File: config.mk
export PLATFORM = sky130hd
export DESIGN_NAME = mw_cmd_engine
export DESIGN_NICKNAME = d
export VERILOG_FILES = /design/src/rtl/mw_eeprom_pkg.sv /design/src/rtl/mw_cmd_engine.sv
export SDC_FILE = /design/constraint.sdc
export NUM_CORES = 1
export LEC_CHECK = 0
export ABC_CLOCK_PERIOD_IN_PS = 3000
export BUFFER_PORTS_ARGS = -buffer_cell sky130_fd_sc_hd__buf_2
export CORE_ASPECT_RATIO = 1.2
export CORE_MARGIN = 2
export CORE_UTILIZATION = 40
export CTS_CLUSTER_SIZE = 28
export DETAILED_ROUTE_END_ITERATION = 16
export PLACE_DENSITY_LB_ADDON = 0.05
export RECOVER_POWER = 25
export SYNTH_ARGS = -nofsm -noshare
export SYNTH_HDL_FRONTEND = slang
export SYNTH_SLANG_ARGS = --single-unit
File: constraint.sdc
create_clock -name clk -period 3 [get_ports clk]
set_input_delay 0.15 -clock clk [delete_from_list [all_inputs] [get_ports clk]]
set_output_delay 0.15 -clock clk [all_outputs]
set_load 0.02 [all_outputs]
File: src/rtl/mw_eeprom_pkg.sv
package mw_eeprom_pkg;

  typedef enum logic [2:0] {
    ST_IDLE,
    ST_OPC,
    ST_ADR,
    ST_DAT,
    ST_RD,
    ST_HOLD
  } mw_state_e;

  typedef enum logic [1:0] {
    OP_EXT   = 2'b00,
    OP_WRITE = 2'b01,
    OP_READ  = 2'b10,
    OP_ERASE = 2'b11
  } mw_op_e;

  typedef enum logic [1:0] {
    EX_LOCK   = 2'b00,
    EX_FILL   = 2'b01,
    EX_WIPE   = 2'b10,
    EX_UNLOCK = 2'b11
  } mw_ext_e;

  // Serial shift helper: append the new bit at the LSB end.
  function automatic logic [1:0] push2(input logic [1:0] v, input logic b);
    return {v[0], b};
  endfunction

endpackage

File: src/rtl/mw_cmd_engine.sv
module mw_cmd_engine
  import mw_eeprom_pkg::*;
#(
  parameter int ADDR_W = 6,
  parameter int DATA_W = 16
) (
  input  logic              clk,
  input  logic              rst_n,
  input  logic              cs,
  input  logic              din,
  input  logic              sck_rise,
  output logic              wr_one,
  output logic              wr_all,
  output logic [ADDR_W-1:0] wr_addr,
  output logic [DATA_W-1:0] wr_data,
  output logic [ADDR_W-1:0] rd_addr,
  input  logic [DATA_W-1:0] rd_data,
  output logic              dout,
  output logic              rd_active
);
  localparam int CNT_W = $clog2(DATA_W + 1);
  localparam logic [CNT_W-1:0] ADR_LAST = CNT_W'(ADDR_W - 1);
  localparam logic [CNT_W-1:0] DAT_LAST = CNT_W'(DATA_W - 1);

  mw_state_e         state;
  mw_op_e            op_q;
  logic [CNT_W-1:0]  cnt;
  logic [ADDR_W-1:0] adr_q;
  logic [DATA_W-1:0] dat_q;
  logic [DATA_W-1:0] rd_sh;
  logic              wen_q;

  // Named internal events
  logic              step, last_adr, last_dat;
  logic [ADDR_W-1:0] adr_next;
  logic [DATA_W-1:0] dat_next;
  mw_ext_e           ext;
  logic              ev_erase, ev_wipe, ev_write, ev_fill, ev_unlock, ev_lock;

  assign step     = cs & sck_rise;
  assign last_adr = step && state == ST_ADR && cnt == ADR_LAST;
  assign last_dat = step && state == ST_DAT && cnt == DAT_LAST;
  assign adr_next = {adr_q[ADDR_W-2:0], din};
  assign dat_next = {dat_q[DATA_W-2:0], din};
  assign ext      = mw_ext_e'(adr_next[ADDR_W-1 -: 2]);

  assign ev_erase  = last_adr && op_q == OP_ERASE;
  assign ev_wipe   = last_adr && op_q == OP_EXT && ext == EX_WIPE;
  assign ev_unlock = last_adr && op_q == OP_EXT && ext == EX_UNLOCK;
  assign ev_lock   = last_adr && op_q == OP_EXT && ext == EX_LOCK;
  assign ev_write  = last_dat && op_q == OP_WRITE;
  assign ev_fill   = last_dat && op_q == OP_EXT;

  assign wr_one  = wen_q & (ev_erase | ev_write);
  assign wr_all  = wen_q & (ev_wipe | ev_fill);
  assign wr_addr = (state == ST_ADR) ? adr_next : adr_q;
  assign wr_data = (ev_erase | ev_wipe) ? '1 : dat_next;
  assign rd_addr = adr_next;

  always_ff @(posedge clk or negedge rst_n) begin
    if (!rst_n) wen_q <= 1'b0;
    else if (ev_unlock) wen_q <= 1'b1;
    else if (ev_lock)   wen_q <= 1'b0;
  end

  always_ff @(posedge clk or negedge rst_n) begin
    if (!rst_n) begin
      state     <= ST_IDLE;
      op_q      <= OP_EXT;
      cnt       <= '0;
      adr_q     <= '0;
      dat_q     <= '0;
      rd_sh     <= '0;
      dout      <= 1'b0;
      rd_active <= 1'b0;
    end else if (!cs) begin
      state     <= ST_IDLE;
      cnt       <= '0;
      rd_active <= 1'b0;
    end else if (sck_rise) begin
      unique case (state)
        ST_IDLE: if (din) begin
          state <= ST_OPC;
          cnt   <= '0;
        end
        ST_OPC: begin
          op_q <= mw_op_e'(push2(op_q, din));
          if (cnt == CNT_W'(1)) begin
            state <= ST_ADR;
            cnt   <= '0;
          end else cnt <= cnt + 1'b1;
        end
        ST_ADR: begin
          adr_q <= adr_next;
          if (cnt == ADR_LAST) begin
            cnt <= '0;
            if (op_q == OP_READ) begin
              state     <= ST_RD;
              dout      <= 1'b0;
              rd_active <= 1'b1;
              rd_sh     <= rd_data;
            end else if (op_q == OP_WRITE || (op_q == OP_EXT && ext == EX_FILL)) begin
              state <= ST_DAT;
            end else begin
              state <= ST_HOLD;
            end
          end else cnt <= cnt + 1'b1;
        end
        ST_DAT: begin
          dat_q <= dat_next;
          if (cnt == DAT_LAST) state <= ST_HOLD;
          else cnt <= cnt + 1'b1;
        end
        ST_RD: begin
          dout  <= rd_sh[DATA_W-1];
          rd_sh <= {rd_sh[DATA_W-2:0], 1'b1};
          if (cnt == DAT_LAST) state <= ST_HOLD;
          else cnt <= cnt + 1'b1;
        end
        default: ;
      endcase
    end
  end

  // the array is only strobed while the latch is set
  a_r8_prog_needs_wen: assert property (@(posedge clk) disable iff (!rst_n)
    (wr_one | wr_all) |-> wen_q);

  // dropping select ends the output phase
  a_r9_drop_ends_read: assert property (@(posedge clk) disable iff (!rst_n)
    !cs |=> !rd_active);

  // serial output moves only on a clock edge
  a_r2_dout_on_edge: assert property (@(posedge clk) disable iff (!rst_n)
    !sck_rise |=> $stable(dout));

  // latch changes only on a serial edge
  a_r5_wen_on_edge: assert property (@(posedge clk) disable iff (!rst_n)
    !sck_rise |=> $stable(wen_q));

  // idle is left only through a start bit
  a_r1_needs_start: assert property (@(posedge clk) disable iff (!rst_n)
    (state == ST_IDLE && !(step && din)) |=> state == ST_IDLE);

  // deselect returns to idle
  a_r10_abort_idle: assert property (@(posedge clk) disable iff (!rst_n)
    !cs |=> state == ST_IDLE);
endmodule

==> results of run 1 <==
-- registers in the layout, indices dropped and copies added, names as in the netlist --
register / flops
wen_q: 1
rd_sh: 16
dout: 1
op_q: 2
dat_q: 15
state: 3
adr_q: 6
rd_active: 1
cnt: 5
-- power by group through the flow --
stage | logic [uW] | clock network [uW] | registers (uW)
5_1_grt | 582 | 429 | 969
3_5_place_dp | 525 | 0 | 958
3_3_place_gp | 520 | 0 | 957
2_1_floorplan | 467 | 0 | 902
4_1_cts | 530 | 411 | 943
6_report | 517 | 387 | 944
-- cell usage after synthesis, types with 2 or more instances --
| cell | count |
|---|---|
| mux2_1 | 16 |
| nor4b_1 | 2 |
| mux2_4 | 8 |
| nand4_1 | 2 |
| inv_1 | 8 |
| dfrtp_1 | 50 |
| o2bb2ai_1 | 2 |
| nand3b_1 | 2 |
| mux2i_1 | 2 |
| ha_1 | 3 |
| mux2_2 | 34 |
| clkbuf_1 | 6 |
| o221a_2 | 2 |
| a21oi_1 | 2 |
| o21a_1 | 2 |
| nand2_1 | 10 |
| nor2_1 | 5 |
| or2_1 | 10 |
| o22ai_1 | 3 |
| buf_6 | 3 |
| o21ai_0 | 7 |
| nor3_2 | 2 |
| or2_2 | 7 |
| buf_4 | 6 |
| o211ai_1 | 3 |
| nand2b_1 | 5 |
| buf_2 | 4 |
| nand3_1 | 6 |
| nor3_1 | 4 |
-- worst paths after layout --
kind                       slack, ns         end  startpoint  cells past startpoint
setup / recovery                0.32  wr_data[1]    state[0]                      6
hold / removal                  0.14    rd_sh[0]  rd_data[0]                      3
setup reg to reg                0.60    rd_sh[6]      cnt[1]                      6
hold reg to reg                 0.49   dat_q[14]   dat_q[14]                      1
max in group asynchronous       1.20    rd_sh[1]       rst_n                      3
min in group asynchronous       0.76   rd_sh[14]       rst_n                      2
-- cells by family after synthesis --
family	share of synthesized area
fa+ha+maj	0.0135
simple gates	0.150
flops	0.449
buf+inv	0.0557
mux	0.252
compound gates	0.0790
-- cell type report --
cell class	count	area, sq um
clock inverter	2	13.8
inverter	8	30.0
multi-input combinational	161	1380
fill	672	3610
clock buffer	6	72.6
tap	87	109
sequential	50	1250
timing repair buffer	59	308
-- repair_timing --
item                                    CTS  global route
endpoints found under the setup margin    0             0
hold endpoints to repair                 28             0
hold buffers                              1             0
setup buffers                             0             0
-- metrics by stage --
stage / hold slack [ns] / utilization / total power [uW] / cell area [sq um] / std cells
after floorplan: -0.146 / - / 1370 / 2790 / 239
after global placement: 0.225 / 0.454 / 1480 / 3080 / 364
after detailed placement: 0.226 / 0.454 / 1480 / 3080 / 364
after CTS: 0.128 / 0.468 / 1880 / 3170 / 373
after global routing: 0.165 / 0.467 / 1980 / 3160 / 373
final: 0.140 / 0.467 / 1850 / 3160 / 373
-- per-layer routing --
metal	global-route usage	routed length, um	part of all wire
met3	0.0303	230	0.043
met4	0.0551	115	0.022
met1	0.198	2540	0.48
met2	0.241	2420	0.46
met5	0	0	0
-- critical path: stages (launching register included) --
cell      delay [ns]
dfrtp_1         0.56
nand2b_1        0.28
nor3_2          0.17
buf_4           0.20
nor3b_2         0.64
or2_2           0.22
buf_2           0.15
==> impl_metrics.tcl, run 1 <==
set metrics [dict create \
    status "complete, but fails checks" \
    violations "max-capacitance violations, max-slew violations" \
    grt_pass1_vias 1853 \
    slew_violations 30 \
    final_common_cell "dfrtp_1" \
    slew_headroom -0.0274 \
    drc 0 \
    path_clk_slew_ns 0.09 \
    antenna_found_initial 0 \
    clock-sinks 50 \
    ys_ff_latch 50 \
    nets 309 \
    ios 53 \
    rows 33 \
    avgRoutedWirePerCell_um 14.2 \
    postCtsResizedCells 0 \
    period_needed_ns 2.68 \
    ys_async_sr_fraction 1.00 \
    ys.flop_type "dfrtp_1" \
    synth_area_leaders "dfrtp_1 45%, mux2_2 14%, mux2_1 6.5%, mux2_4 4.3%, or2_1 2.2%" \
    worst_pin_slew_ns 1.54 \
    syn_nets 263 \
    cts_tree "yes" \
    ys_warn_count 0 \
    p_comb_frac 0.280 \
    seq_power_share 0.511 \
    io_buffers 52 \
    worstPathArrival_ns 2.53 \
    drt_iter0_drc 80 \
    pre_cts_ws_ns 0.608 \
    track_usage 0.149 \
    core-area_sq_um 6770 \
    syn_area_sq_um 2790 \
    drive_above_1_share 0.399 \
    fin_skew_ns 0.0119 \
    setup_tns_ns 0 \
    ant_nets 0 \
    die_w_um 80.2 \
    cts_root_buf "clkbuf_8" \
    cp-start-kind "flip-flop" \
    synth_area_per_cell_sq_um 11.7 \
    insertedDiodeCount 0 \
    synth_top_area_cell "dfrtp_1" \
    dpl.hpwl_um 3680 \
    synth_edf_count 0 \
    vias 1937 \
    clock_path_buffers 2 \
    cts_max_level 2 \
    hold_violations 0 \
    syn_inst 239 \
    die-area_sq_um 7650 \
    initial_core_util 0.411 \
    hold_path.class "primary input to flip-flop" \
    die_h_um 95.4 \
    swShare 0.316 \
    drv_cap 1 \
    p_per_area_nw_per_um2 584 \
    clock_latency_ns 0.30 \
    drt_first_pass_iters 4 \
    fin_ws_ns 0.323 \
    p_sw_uw 583 \
    grt_max_degree 30 \
    ys_seq_area_frac 0.449 \
    drt-vias-per-instance 5.19 \
    area_growth_pct 13.6 \
    peakVddDrop_mv 0.230 \
    intPower_uw 1260 \
    end_kind "output pin" \
    required_ns 2.85 \
    setup_viol 0 \
    grt_pass1_wl_um 8910 \
    worstPathMaxFanout 16 \
    max_freq_mhz 374 \
    numCtsBuffers 5 \
    layout_common_cells "50 x dfrtp_1, 46 x buf_2, 34 x mux2_2" \
    critPathKind "flip-flop to output pin" \
    gr-total-overflow 0 \
    routed_wl_um 5300 \
    p_leak_uw 0.00158 \
    synthDistinctLibCells 52 \
    clock_power_share 0.209 \
    post-route-period-util 0.892 \
    synth_top_area_frac 0.449 \
    rsz0062_at_grt "no" \
    place_congestion 0.833 \
]
Power figures use the tool's default switching activity.
==> inputs of run 2 (changes only) <==
--- a/config.mk
+++ b/config.mk
@@ -9,7 +9,8 @@
 export BUFFER_PORTS_ARGS = -buffer_cell sky130_fd_sc_hd__buf_2
 export CORE_ASPECT_RATIO = 1.2
 export CORE_MARGIN = 2
-export CORE_UTILIZATION = 40
+export CORE_UTILIZATION = 60
+export CTS_BUF_LIST = sky130_fd_sc_hd__clkbuf_8
 export CTS_CLUSTER_SIZE = 28
 export DETAILED_ROUTE_END_ITERATION = 16
 export PLACE_DENSITY_LB_ADDON = 0.05
==> run 2 against run 1 <==
The flow still finishes with violations (max-capacitance violations, max-slew violations). Sequential share of layout area rose by 0.28 points. Via count fell by 1.5%. Count of clock-buffer cells in the layout did not move. Final area fell by 0.71%. Critical path type unchanged. Global-route usage rose by 6.1 points. Wire length fell by 5.2%. Power rose by 5.1%. Sequential power rose by 2%. Core utilization rose by 23 points. Largest power group unchanged. Setup slack improved by 0.080 ns. Maximum frequency rose by 3.1%.
==> impl_metrics.tcl, run 2 (synthesis gave the netlist of run 1 again) <==
set metrics [dict create \
    hold_path.class "primary input to flip-flop" \
    cp-start-kind "flip-flop" \
    post-route-period-util 0.866 \
    postCtsResizedCells 0 \
    insertedDiodeCount 0 \
    worst_pin_slew_ns 2.59 \
    peakVddDrop_mv 0.352 \
    path_cells "nand2b_1 -> nor3_2 -> buf_4 -> nor3b_2 -> or2_2 -> buf_2" \
    cts_root_buf "clkbuf_8" \
    intPower_uw 1370 \
    gr-total-overflow 0 \
    drv_cap 1 \
    placed_area_sq_um 3030 \
    holdWs_ns 0.163 \
    p_leak_uw 0.00160 \
    ios 53 \
    max_freq_mhz 385 \
    clock_power_share 0.242 \
    critPathTopFamily "simple AND/OR/NAND/NOR gates" \
    required_ns 2.85 \
    seq_power_share 0.494 \
    slew_violations 51 \
    drt_iter0_drc 67 \
    top_regs "rd_sh: 16 flops, dat_q: 15 flops, adr_q: 6 flops" \
    io_buffers 52 \
    drt_first_pass_iters 4 \
    top_register "rd_sh" \
    drive_above_1_share 0.413 \
    end_kind "output pin" \
    antenna_found_initial 0 \
    cts_tree "yes" \
    grt_pass1_vias 1846 \
    cp_slowest_cell "nor3b_2" \
    nFillCells 373 \
    p_sw_uw 576 \
    numCtsBuffers 5 \
    status "complete, but fails checks" \
    setup_viol 0 \
    die_h_um 78.7 \
    place_congestion 0.765 \
    track_usage 0.210 \
    ant_nets 0 \
    largest_register_ffs 16 \
    period_needed_ns 2.60 \
    grt_max_degree 51 \
    setup_tns_ns 0 \
    clock_latency_ns 0.29 \
    rows 27 \
    final_area_sq_um 3140 \
    drc 0 \
    die_w_um 66.2 \
    cts_setup_buffers 0 \
    fin_skew_ns 0.00625 \
    core-area_sq_um 4530 \
    nets 307 \
    die-area_sq_um 5210 \
    dpl.hpwl_um 3540 \
    worstPathArrival_ns 2.45 \
    clock_path_buffers 2 \
    path_clk_slew_ns 0.08 \
    drt-vias-per-instance 5.60 \
    area_growth_pct 12.8 \
    swShare 0.297 \
    cpPeakStageDelay_ns 0.59 \
    grt_pass1_wl_um 8560 \
    worstPathMaxFanout 16 \
    clock-sinks 50 \
    avgRoutedWirePerCell_um 14.7 \
    rsz0062_at_grt "no" \
    hold_buffers 0 \
    violations "max-capacitance violations, max-slew violations" \
    initial_core_util 0.616 \
    routed_wl_um 5030 \
    slew_headroom -0.728 \
    p_per_area_nw_per_um2 618 \
    vias 1908 \
    critPathKind "flip-flop to output pin" \
    p_comb_frac 0.264 \
    cts_max_level 2 \
    hold_violations 0 \
    crit_buf_inv 2 \
    layout_common_cells "50 x dfrtp_1, 50 x buf_2, 34 x mux2_2" \
]
run 2: layer usage:
layer	track usage	routed length, um	vias up
met5	0	0	-
met4	0.0571	65	0
met3	0.0401	192	6
met2	0.336	2420	39
met1	0.292	2350	924
li1	-	-	939
run 2: area by class of cell:
class,count,area [sq um],area share
tap,58,72.6,0.0231
clock inverter,1,30.0,0.00956
multi-input combinational,161,1380,0.439
clock buffer,6,82.6,0.0263
inverter,8,30.0,0.00956
sequential,50,1250,0.398
timing repair buffer,57,295,0.0940
run 2: worst reg2reg max path, cell delays in order (launching register included):
cell and delay [ns]:
dfrtp_1 0.43, ha_1 0.22, and3_1 0.18, ha_1 0.26
a21o_1 0.22, a211oi_1 0.31, nand4_1 0.26, o311ai_1 0.28
run 2: power groups by stage:
| stage | Sequential, uW | Clock [uW] | Combinational (uW) |
|---|---|---|---|
| final | 959 | 470 | 513 |
| after global routing | 984 | 511 | 568 |
| after CTS | 959 | 483 | 521 |
| after detailed placement | 974 | 0 | 516 |
| after global placement | 958 | 0 | 503 |
| after floorplan | 902 | 0 | 467 |
run 2: worst paths after layout:
kind | start | endpoint | slack, ns | depth (start not counted)
max in group asynchronous | rst_n | state[1] | 0.88 | 1
setup reg to reg | cnt[0] | cnt[2] | 0.74 | 7
setup / recovery | state[0] | wr_data[3] | 0.40 | 6
hold reg to reg | rd_active | rd_active | 0.49 | 2
min in group asynchronous | rst_n | rd_sh[7] | 0.66 | 1
hold / removal | rd_data[0] | rd_sh[0] | 0.16 | 3
run 2: stage by stage:
stage               power, uW   util  instances  setup slack (ns)
global route             2060  0.694        341             0.201
finish                   1940  0.694        341             0.403
detailed placement       1490  0.670        334             0.692
CTS                      1960  0.695        341             0.362
floorplan                1370      -        239             0.953
global placement         1460  0.670        334             0.710
==> inputs of run 3 (changes only) <==
--- a/config.mk
+++ b/config.mk
@@ -7,7 +7,6 @@
 export LEC_CHECK = 0
 export ABC_CLOCK_PERIOD_IN_PS = 3000
 export BUFFER_PORTS_ARGS = -buffer_cell sky130_fd_sc_hd__buf_2
-export CORE_ASPECT_RATIO = 1.2
 export CORE_MARGIN = 2
 export CORE_UTILIZATION = 60
 export CTS_BUF_LIST = sky130_fd_sc_hd__clkbuf_8
==> run 3 against run 2 <==
The run still ends with max-capacitance violations, max-slew violations left. Count of clock-buffer cells in the layout shrank 1. Final cell count shrank 1.5%. Die area is essentially flat. Global-route usage fell by 0.33 points. Non-clock buffer count is the same. Largest cell class unchanged. Power is 4.8% higher. Final area is 0.56% higher. Register-to-register slack got worse by 0.05 ns. Clock power grew 20%. Largest power group unchanged.
==> impl_metrics.tcl, run 3 (synthesis gave the netlist of run 1 again) <==
set metrics [dict create \
    nets 307 \
    fin_util 0.716 \
    cts_setup_buffers 0 \
    period_needed_ns 2.51 \
    pre_cts_ws_ns 0.675 \
    p_leak_uw 0.00161 \
    holdPathStages 3 \
    die_h_um 72.1 \
    peakVddDrop_mv 0.316 \
    placed_area_sq_um 3020 \
    rr_worst_depth 5 \
    worstPathArrival_ns 2.36 \
    setup_tns_ns 0 \
    setup_viol 0 \
    worstPathMaxFanout 16 \
    avgRoutedWirePerCell_um 15.0 \
    rows 24 \
    io_buffers 52 \
    final_area_sq_um 3160 \
    routed_wl_um 5030 \
    largest_register_ffs 16 \
    die_w_um 72.1 \
    rsz0062_at_grt "no" \
    rr_startpoint "state[2]" \
    drc 0 \
    hold_path.class "primary input to flip-flop" \
    cts_root_buf "clkbuf_8" \
    drv_cap 1 \
    worst_pin_slew_ns 2.64 \
    hold_buffers 0 \
    gr-total-overflow 0 \
    postCtsResizedCells 0 \
    p_sw_uw 599 \
    cts_tree "yes" \
    cp-start-kind "flip-flop" \
    seq_power_share 0.464 \
    place_congestion 0.809 \
    die-area_sq_um 5200 \
    crit_start "state[1]" \
    status "complete, but fails checks" \
    ios 53 \
    antenna_found_initial 0 \
    top_usage_layer "met2" \
    p_comb_frac 0.260 \
    layout_common_cells "50 x dfrtp_1, 50 x buf_2, 34 x mux2_2" \
    grt_pass1_wl_um 8470 \
    intPower_uw 1440 \
    cts_max_level 2 \
    grt_pass1_vias 1815 \
    grt_max_degree 51 \
    slew_violations 51 \
    insertedDiodeCount 0 \
    grtUsageMet2 0.326 \
    clock_path_buffers 2 \
    numCtsBuffers 5 \
    fin_ws_ns 0.491 \
    drt_first_pass_iters 4 \
    slew_headroom -0.760 \
    grt_use_met3 0.0403 \
    swShare 0.294 \
    drt_iter0_drc 115 \
    initial_core_util 0.631 \
    vias 1901 \
    ant_nets 0 \
    drt-vias-per-instance 5.66 \
    required_ns 2.85 \
    drive_above_1_share 0.415 \
    path_clk_slew_ns 0.09 \
    violations "max-capacitance violations, max-slew violations" \
    track_usage 0.207 \
    fin_skew_ns 0.00808 \
    hold_violations 0 \
    top_register "rd_sh" \
    p_per_area_nw_per_um2 644 \
    area_growth_pct 13.4 \
    dpl.hpwl_um 3440 \
    clock_latency_ns 0.31 \
    critPathKind "flip-flop to output pin" \
    worstHoldStart "rd_data[6]" \
    post-route-period-util 0.836 \
    max_freq_mhz 399 \
    end_kind "output pin" \
    core-area_sq_um 4410 \
    clock_power_share 0.276 \
    clock-sinks 50 \
    use_met1 0.295 \
    top_regs "rd_sh: 16 flops, dat_q: 15 flops, adr_q: 6 flops" \
]
-- run 3: power by group through the flow --
stage | sequential, uW | combinational, uW | clock (uW)
after floorplan | 902 | 467 | 0
after global placement | 945 | 520 | 0
after detailed placement | 957 | 531 | 0
after CTS | 946 | 538 | 575
after global routing | 972 | 587 | 595
final | 945 | 529 | 562
-- run 3: worst paths after layout --
check	slack [ns]	to
worst max-delay path	0.49	wr_data[4]
worst max register to register	0.69	rd_sh[5]
max in group asynchronous	0.84	wen_q
min in group asynchronous	0.66	rd_sh[8]
worst min-delay path	0.17	rd_sh[6]
worst min register to register	0.50	dat_q[14]
-- run 3: critical path, cell delays in order (launching register included) --
cell	delay, ns
dfrtp_1	0.59
nand2b_1	0.17
nor3_2	0.17
buf_4	0.18
nor3b_2	0.57
or2_2	0.22
buf_2	0.15
-- run 3: per-layer routing --
| layer | up-vias | part of all wire |
|---|---|---|
| li1 | 940 | - |
| met2 | 52 | 0.47 |
| met1 | 903 | 0.47 |
| met3 | 6 | 0.054 |
| met5 | - | 0 |
| met4 | 0 | 0.0087 |
-- run 3: final cells by class --
cell class	instances	area, sq um
Clock inverter	3	68.8
Sequential cell	50	1250
Timing Repair Buffer	57	295
Inverter	8	30.0
Multi-Input combinational cell	161	1380
Fill cell	329	1250
Clock buffer	5	68.8
Tap cell	52	65.1
-- run 3: through the flow --
| step | cells | hold WS [ns] | power (uW) |
|---|---|---|---|
| global placement | 328 | 0.413 | 1470 |
| detailed placement | 328 | 0.420 | 1490 |
| finish | 336 | 0.172 | 2040 |
| floorplan | 239 | -0.146 | 1370 |
| global route | 336 | 0.188 | 2150 |
| CTS | 336 | 0.0761 | 2060 |
